$ cat config.mk
export PLATFORM = sky130hd
export DESIGN_NAME = ssadc_ctrl
export DESIGN_NICKNAME = d
export VERILOG_FILES = /design/src/rtl/ssadc_pkg.sv /design/src/rtl/ssadc_sck_gen.sv /design/src/rtl/ssadc_acq_guard.sv /design/src/rtl/ssadc_deser.sv /design/src/rtl/ssadc_ctrl.sv
export SDC_FILE = /design/constraint.sdc
export NUM_CORES = 1
export LEC_CHECK = 0
export BUFFER_PORTS_ARGS = -buffer_cell sky130_fd_sc_hd__clkbuf_2
export CAP_MARGIN = 20
export CORE_ASPECT_RATIO = 1.4
export CORE_UTILIZATION = 35
export DETAILED_ROUTE_END_ITERATION = 8
export HOLD_SLACK_MARGIN = 0.08
export PLACE_DENSITY_LB_ADDON = 0.15
export SKIP_CTS_REPAIR_TIMING = 1
export SLEW_MARGIN = 40
export SYNTH_ARGS = -nofsm -noshare
export SYNTH_HDL_FRONTEND = slang
export SYNTH_SLANG_ARGS = --single-unit
$ cat constraint.sdc
create_clock -name clk_i -period 1.85 [get_ports clk_i]
set_clock_uncertainty 0.05 [all_clocks]
set_input_delay 0.37 -clock clk_i [delete_from_list [all_inputs] [get_ports clk_i]]
set_output_delay 0.37 -clock clk_i [all_outputs]
set_load 0.02 [all_outputs]
$ cat src/rtl/ssadc_pkg.sv
package ssadc_pkg;
  localparam int FRAME_BITS = 16;
  localparam int RES_BITS   = 12;
  localparam int LEAD_BITS  = 2;
  localparam int MAX_CH     = 6;
  localparam int CH_W       = $clog2(MAX_CH + 1);

  typedef enum logic [1:0] {ST_IDLE, ST_CONV, ST_SHIFT} ctrl_state_e;

  // codes at or above MAX_CH-1 saturate to all channels
  function automatic logic [CH_W-1:0] chan_count(input logic [2:0] code);
    if (int'(code) >= MAX_CH - 1) return CH_W'(MAX_CH);
    return CH_W'(code) + CH_W'(1);
  endfunction
endpackage

$ cat src/rtl/ssadc_sck_gen.sv
module ssadc_sck_gen #(
  parameter int HALF_DIV = 2
) (
  input  logic clk_i,
  input  logic rst_ni,
  input  logic run_i,
  output logic tick_o
);
  localparam int CW = (HALF_DIV > 1) ? $clog2(HALF_DIV) : 1;

  logic [CW-1:0] cnt_q;

  assign tick_o = run_i && (cnt_q == CW'(HALF_DIV - 1));

  always_ff @(posedge clk_i or negedge rst_ni) begin
    if (!rst_ni)               cnt_q <= '0;
    else if (!run_i || tick_o) cnt_q <= '0;
    else                       cnt_q <= cnt_q + CW'(1);
  end
endmodule

$ cat src/rtl/ssadc_acq_guard.sv
module ssadc_acq_guard #(
  parameter int ACQ_CYC = 50
) (
  input  logic clk_i,
  input  logic rst_ni,
  input  logic idle_i,
  input  logic mode_i,
  output logic mode_o,
  output logic wait_o
);
  localparam int AW = $clog2(ACQ_CYC + 1);

  logic          mode_q;
  logic [AW-1:0] cnt_q;

  assign mode_o = mode_q;
  assign wait_o = (mode_i != mode_q);

  // mode_q only moves while idle, so a running conversion keeps its mode
  always_ff @(posedge clk_i or negedge rst_ni) begin
    if (!rst_ni) begin
      mode_q <= 1'b0;
      cnt_q  <= '0;
    end else if (idle_i && wait_o) begin
      if (cnt_q == AW'(ACQ_CYC - 1)) begin
        mode_q <= mode_i;
        cnt_q  <= '0;
      end else begin
        cnt_q <= cnt_q + AW'(1);
      end
    end else begin
      cnt_q <= '0;
    end
  end
endmodule

$ cat src/rtl/ssadc_deser.sv
module ssadc_deser
  import ssadc_pkg::*;
(
  input  logic                clk_i,
  input  logic                rst_ni,
  input  logic                take_i,
  input  logic                sdi_i,
  output logic [RES_BITS-1:0] word_o
);
  logic [RES_BITS-1:0] sh_q;

  assign word_o = sh_q;

  always_ff @(posedge clk_i or negedge rst_ni) begin
    if (!rst_ni)     sh_q <= '0;
    else if (take_i) sh_q <= {sh_q[RES_BITS-2:0], sdi_i};
  end
endmodule

$ cat src/rtl/ssadc_ctrl.sv
module ssadc_ctrl
  import ssadc_pkg::*;
#(
  parameter int HALF_DIV = 2,
  parameter int ACQ_CYC  = 50
) (
  input  logic                clk_i,
  input  logic                rst_ni,
  input  logic                start_i,
  input  logic [2:0]          sel_i,
  input  logic                bipolar_i,
  input  logic                sdi_i,
  output logic                busy_o,
  output logic                conv_o,
  output logic                sck_o,
  output logic                res_valid_o,
  output logic [RES_BITS-1:0] res_data_o,
  output logic [2:0]          res_chan_o,
  output logic                res_signed_o
);
  localparam int FB_W   = $clog2(FRAME_BITS);
  localparam int BCNT_W = $clog2(MAX_CH * FRAME_BITS);

  ctrl_state_e         state_q;
  logic                conv_q, sck_q, phase_q;
  logic [CH_W-1:0]     nch_q;
  logic [BCNT_W-1:0]   bit_q, last_idx;
  logic [2:0]          chan_q;
  logic                valid_q, signed_q;
  logic [RES_BITS-1:0] data_q;
  logic [2:0]          rchan_q;

  logic                tick, idle, acq_wait, mode_cur, accept, smp, take, frame_end, last_bit;
  logic [FB_W-1:0]     pos;
  logic [RES_BITS-1:0] word;

  assign idle      = (state_q == ST_IDLE);
  assign accept    = idle && start_i && !acq_wait;
  assign smp       = (state_q == ST_SHIFT) && tick && sck_q;
  assign pos       = bit_q[FB_W-1:0];
  assign take      = smp && (int'(pos) >= LEAD_BITS) && (int'(pos) < LEAD_BITS + RES_BITS);
  assign frame_end = smp && (pos == FB_W'(FRAME_BITS - 1));
  assign last_idx  = (BCNT_W'(nch_q) << FB_W) - BCNT_W'(1);
  assign last_bit  = (bit_q == last_idx);

  ssadc_sck_gen #(.HALF_DIV(HALF_DIV)) u_sck_gen (
    .clk_i (clk_i),
    .rst_ni(rst_ni),
    .run_i (!idle),
    .tick_o(tick)
  );

  ssadc_acq_guard #(.ACQ_CYC(ACQ_CYC)) u_acq_guard (
    .clk_i (clk_i),
    .rst_ni(rst_ni),
    .idle_i(idle),
    .mode_i(bipolar_i),
    .mode_o(mode_cur),
    .wait_o(acq_wait)
  );

  ssadc_deser u_deser (
    .clk_i (clk_i),
    .rst_ni(rst_ni),
    .take_i(take),
    .sdi_i (sdi_i),
    .word_o(word)
  );

  always_ff @(posedge clk_i or negedge rst_ni) begin
    if (!rst_ni) begin
      state_q  <= ST_IDLE;
      conv_q   <= 1'b0;
      sck_q    <= 1'b0;
      phase_q  <= 1'b0;
      nch_q    <= '0;
      bit_q    <= '0;
      chan_q   <= '0;
      valid_q  <= 1'b0;
      signed_q <= 1'b0;
      data_q   <= '0;
      rchan_q  <= '0;
    end else begin
      valid_q <= 1'b0;
      unique case (state_q)
        ST_IDLE: if (accept) begin
          nch_q   <= chan_count(sel_i);
          conv_q  <= 1'b1;
          phase_q <= 1'b0;
          bit_q   <= '0;
          chan_q  <= '0;
          sck_q   <= 1'b0;
          state_q <= ST_CONV;
        end
        ST_CONV: if (tick) begin
          // convert pulse spans two half periods
          if (!phase_q) phase_q <= 1'b1;
          else begin
            conv_q  <= 1'b0;
            state_q <= ST_SHIFT;
          end
        end
        ST_SHIFT: if (tick) begin
          if (!sck_q) sck_q <= 1'b1;
          else begin
            sck_q <= 1'b0;
            bit_q <= bit_q + BCNT_W'(1);
            if (frame_end) begin
              valid_q  <= 1'b1;
              data_q   <= word;
              rchan_q  <= chan_q;
              signed_q <= mode_cur;
              chan_q   <= chan_q + 3'd1;
            end
            if (last_bit) state_q <= ST_IDLE;
          end
        end
        default: state_q <= ST_IDLE;
      endcase
    end
  end

  assign busy_o       = !idle || acq_wait;
  assign conv_o       = conv_q;
  assign sck_o        = sck_q;
  assign res_valid_o  = valid_q;
  assign res_data_o   = data_q;
  assign res_chan_o   = rchan_q;
  assign res_signed_o = signed_q;
endmodule

=== Word level (Yosys, flattened, before mapping) ===
Index checks and enable logic that the tools add are counted.
Widths: inputs -> output; s select.

* Word-level logic and storage cells: 100
* Input bits: 8
* Bits in registers: 55

* Equal/unequal tests: 13
* Order comparisons: 3
* Add/subtract/negate cells: 6
* Reductions and logical operators: 25
* Mux-type cells: 38

{| class="wikitable"
|+ Operator list
! operator !! number
|-
| $mux 7 || 3
|-
| $mux 3 || 6
|-
| $mux 1 || 15
|-
| $pmux 7 s2 || 1
|-
| $mux 2 || 6
|-
| $mux 6 || 2
|-
| $ne 2x2->1 const B || 6
|-
| $reduce_and 4->1 || 3
|-
| $logic_and 1x1->1 || 9
|-
| $add 7x1->7 const B || 1
|-
| $eq 7x7->1 || 1
|-
| $sub 7x1->7 const B || 1
|-
| $add 3x1->3 const B || 2
|-
| $add 6x1->6 const B || 1
|-
| $eq 6x6->1 const B || 1
|-
| $pmux 1 s2 || 3
|-
| $pmux 2 s3 || 1
|-
| $pmux 3 s2 || 1
|-
| $reduce_and 3->1 || 2
|-
| $reduce_and 6->1 || 1
|-
| $reduce_and 5->1 || 1
|-
| $eq 4x4->1 const B || 1
|-
| $ge 4x2->1 const B || 1
|-
| $lt 4x4->1 const B || 1
|-
| other kinds (11) || 15
|}

=== Logic depth before layout (Yosys ltp) ===
* Word-level depth: 10
* Gate-level depth with buffers: 6

=== Cells and area by module ===
Synthesis repeated with hierarchy kept, for this count alone.

* Cell total of the unflattened synthesis: 191
* Area total of the unflattened synthesis: 2481.1 µm²

{| class="wikitable"
|+ By module, submodules not included
! module !! cells an instance !! times used !! area an instance (µm²)
|-
| ssadc_ctrl || 132 || 1 || 1622.8
|-
| ssadc_deser || 25 || 1 || 484.2
|-
| ssadc_acq_guard || 31 || 1 || 332.8
|-
| ssadc_sck_gen || 3 || 1 || 41.3
|}

=== Worst setup path after synthesis ===
No wires, ideal clock.

* Path type: reg2reg
* Start: register sck_q, in the netlist sck_o
* End: register u_deser.sh_q[0], in the netlist u_deser.word_o[0]
* Setup slack: 0.121 ns
* Cell stages (with the launch flop): 5
* Buffers on the path: 1
* Arrival: 1.552 ns
* Required time: 1.673 ns
* Clock period less this slack: 1.729 ns
* Setup time: 0.127 ns
* Cells stage by stage: dfrtp_1 > nand4b_4 > a311oi_2 > buf_6 > mux2_1

* Longest elaborated chain between the ends: 3

{| class="wikitable"
|+ RTL lines
! element !! RTL line !! RTL
|-
| from (decl) || ssadc_ctrl.sv:25 || <nowiki>logic conv_q, sck_q, phase_q;</nowiki>
|-
| from (signal assigned) || ssadc_ctrl.sv:74 || <nowiki>sck_q <= 1'b0;</nowiki>
|-
| from (signal assigned) || ssadc_ctrl.sv:92 || <nowiki>sck_q <= 1'b0;</nowiki>
|-
| from (signal assigned) || ssadc_ctrl.sv:104 || <nowiki>if (!sck_q) sck_q <= 1'b1;</nowiki>
|-
| $logic_and 1x1->1 || ssadc_ctrl.sv:39 || <nowiki>assign smp = (state_q == ST_SHIFT) && tick && sck_q;</nowiki>
|-
| $logic_and 1x1->1 (2 in a row) || ssadc_ctrl.sv:41 || <nowiki>assign take = smp && (int'(pos) >= LEAD_BITS) && (int'(pos) < LEAD_BITS + RES_BITS);</nowiki>
|-
| to (signal assigned) || ssadc_deser.sv:16 || <nowiki>else if (take_i) sh_q <= {sh_q[RES_BITS-2:0], sdi_i};</nowiki>
|-
| to (decl) || ssadc_deser.sv:10 || <nowiki>logic [RES_BITS-1:0] sh_q;</nowiki>
|}

No other way between the ends.
A chain may end at the register's enable or synchronous reset.

=== Final worst setup path ===
* Start: register state_q[1]
* End: output port busy_o

* Longest elaborated chain between the ends: 3

{| class="wikitable"
|+ RTL lines
! element !! RTL line !! RTL
|-
| from (decl) || ssadc_ctrl.sv:24 || <nowiki>ctrl_state_e state_q;</nowiki>
|-
| from (signal assigned) || ssadc_ctrl.sv:72 || <nowiki>state_q <= ST_IDLE;</nowiki>
|-
| from (signal assigned) || ssadc_ctrl.sv:93 || <nowiki>state_q <= ST_CONV;</nowiki>
|-
| from (signal assigned) || ssadc_ctrl.sv:100 || <nowiki>state_q <= ST_SHIFT;</nowiki>
|-
| $logic_not 2->1 || ssadc_ctrl.sv:37 || <nowiki>assign idle = (state_q == ST_IDLE);</nowiki>
|-
| $logic_not 1->1 || ssadc_ctrl.sv:123 || <nowiki>assign busy_o = !idle || acq_wait;</nowiki>
|-
| $logic_or 1x1->1 || ssadc_ctrl.sv:123 ||
|-
| to (decl) || ssadc_ctrl.sv:13 || <nowiki>output logic busy_o,</nowiki>
|}

No other way between the ends.

==> impl_metrics.json <==
{
  "arrival_ps": 1330,
  "fp.dieW_um": 71.7,
  "peakVddDrop_v": 0.000571,
  "root_buffer": "clkbuf_8",
  "power_leakage_nw": 1.36,
  "drt-initial-drc-count": 60,
  "num_rows": 35,
  "seq_area_frac_synth": 0.577,
  "die_area_um2": 7150,
  "antenna_found_initial": 0,
  "powerDensity_nw_per_um2": 692,
  "worst_pin_slew_ps": 331,
  "synth_cells": 191,
  "grt_overflow": 0,
  "grt_pass1_wl_mm": 7.10,
  "clk_latency_ps": 300,
  "grt_max_degree": 56,
  "design.portCount": 28,
  "critPathLaunchType": "register",
  "synth.distinct_cells": 33,
  "dr.pass1.iters": 4,
  "syn-num-nets": 207,
  "max_slew_margin": 0.777,
  "slew_violations": 0,
  "finalSetupViolCount": 0,
  "rsz0062_at_grt": "no",
  "outcome": "complete, no violations",
  "grt_pass1_vias": 1521,
  "synth_compound_area_frac": 0.0415,
  "cts_inserted_buffers": 5,
  "clk_pin_slew_ps": 100,
  "crit_path_max_fanout": 5,
  "cts_tree": "yes",
  "worst_ep_required_time_ps": 1430,
  "fmax_mhz": 571,
  "synth_area_um2": 2380,
  "gp_congestion": 0.698,
  "area_delta_synth_final_pct": 20.5,
  "yosys_warnings": 0,
  "htreeDepth": 2,
  "n_antenna_cell": 0,
  "routed_wirelength_mm": 4.15,
  "fin_crit_ps": 1750,
  "vias": 1506,
  "avgSynthCellArea_um2": 12.5,
  "clk_path_buf_depth": 2,
  "placedCellCount": 303,
  "grt_use_total": 0.128,
  "start_util": 0.363,
  "num-nets-final": 254,
  "hpwl_mm": 2.86,
  "finalNonFillerCells": 313,
  "synth-seq-cells": 55,
  "die_h_um": 99.6,
  "hold_viol": 0,
  "hold_class": "in -> reg",
  "drive_gt1_frac": 0.293,
  "portBuffers": 27,
  "post-route-drc-count": 0,
  "coreArea_um2": 6570,
  "synthAdderAreaFrac": 0.0420,
  "viasPerCell": 4.81,
  "synth-xor-area-share": 0.0478,
  "synth_mux_area_frac": 0.150,
  "maxCapViolations": 0,
  "avgRoutedWirePerCell_um": 13.3,
  "p_total_mw": 1.99,
  "synth_top_family_by_area": "multiplexers",
  "placed_area_um2": 2740,
  "worstSetupEndpointType": "output pin",
  "path_class": "reg -> out",
  "period_share": 0.947,
  "synth-simple-area-share": 0.118,
  "final_cell_area_um2": 2870,
  "detail-route-antenna-nets": 0,
  "clock_sinks": 55
}
Yosys cell counts, drive strengths merged:
cell type  count  area (um2)
nand3b         1        7.51
xnor2          9        78.8
nand4b         1        23.8
and3           1        6.26
clkbuf         1        3.75
dfrtp         55        1380
buf            4        28.8
xor2           4        35.0
nand3          7        35.0
nor2          18        67.6
or3            2        12.5
ha             8         100
a31oi          1        6.26
o21ai          7        35.0
mux2i          2        20.0
a22o           2        17.5
inv            6        22.5
o2bb2ai        1        8.76
nand2         15        56.3
a21oi          2        10.0
o22ai          1        6.26
nand4          1        6.26
nor2b          1        6.26
mux2          30         338
nand2b         1        6.26
nor4           3        18.8
a311oi         1        15.0
nor3           6        35.0
worst max-delay path: stages (launching register included):
cell and delay [ps]:
dfrtp_1 420, buf_4 160, nor2_1 210, nand2_1 80, clkbuf_2 160
per-stage QoR:
stage	worst slack, ps	setup TNS, ps	utilization	hold slack [ps]
after CTS	20.7	0	0.432	20.5
after global routing	11.6	0	0.437	243
final	97.4	0	0.437	242
after global placement	-164	-1960	0.415	351
after floorplan	121	0	-	24.4
after detailed placement	53.5	0	0.416	351
registers in the layout (all words and copies together), names as in the netlist, 2 cells and up:
signal,count
state_q,2
nch_q,3
bit_q,7
res_chan_o,3
chan_q,3
res_data_o,12
u_acq_guard.cnt_q,6
u_deser.word_o,12
report_power, final:
part / leakage (nW) / internal, mW / total (mW) / switching, mW
clock network: 0.0515 / 0.343 / 0.717 / 0.374
registers: 0.700 / 1.21 / 1.22 / 0.00594
logic: 0.605 / 0.0201 / 0.0547 / 0.0346
kinds of logic (layout without fill, tap and decap cells):
| group | after synthesis | count (layout) |
|---|---|---|
| AOI/OAI and AO/OA | 15 | 15 |
| xor gates and xnor gates | 13 | 13 |
| adders and majority gates | 8 | 8 |
| buffers and inverters | 11 | 59 |
| DFF | 55 | 55 |
| muxes | 32 | 32 |
| and+or+nand+nor | 57 | 57 |
cell type report:
class	count	area, um2
inverter	6	22.5
tap	74	92.6
fill	627	3700
multi-input combinational	125	970
clock buffer	8	100
sequential	55	1380
timing repair buffer	45	310
final timing paths:
path,startpoint,end,slack [ps],depth (start not counted)
hold / removal,sdi_i,u_deser.word_o[0]$_DFFE_PN0P_,240,2
setup reg to reg,bit_q[1]$_DFFE_PN0P_,res_chan_o[1]$_DFFE_PN0P_,140,6
min in group asynchronous,rst_ni,u_acq_guard.cnt_q[3]$_DFF_PN0_,560,3
max in group asynchronous,rst_ni,u_deser.word_o[10]$_DFFE_PN0P_,950,3
setup / recovery,state_q[1]$_DFFE_PN0P_,busy_o,100,4
hold reg to reg,res_signed_o$_DFFE_PN0P_,res_signed_o$_DFFE_PN0P_,440,1
metal layers:
layer / GRT usage / vias up / share of wire
li1: - / 751 / -
met5: 0 / - / 0
met1: 0.156 / 727 / 0.47
met4: 0.0543 / 0 / 0.017
met3: 0.0324 / 4 / 0.041
met2: 0.213 / 24 / 0.47
placed cells by master (no fill, tap or decap), drive strengths merged, types with 7 or more instances in the layout:
cell type / synthesis / layout
xnor2: 9 / 9
dfrtp: 55 / 55
nand2: 15 / 15
nand3: 7 / 7
mux2: 30 / 30
nor2: 18 / 18
o21ai: 7 / 7
buf: 4 / 17
clkbuf: 1 / 35
ha: 8 / 8
Power figures use the tool's default switching activity.
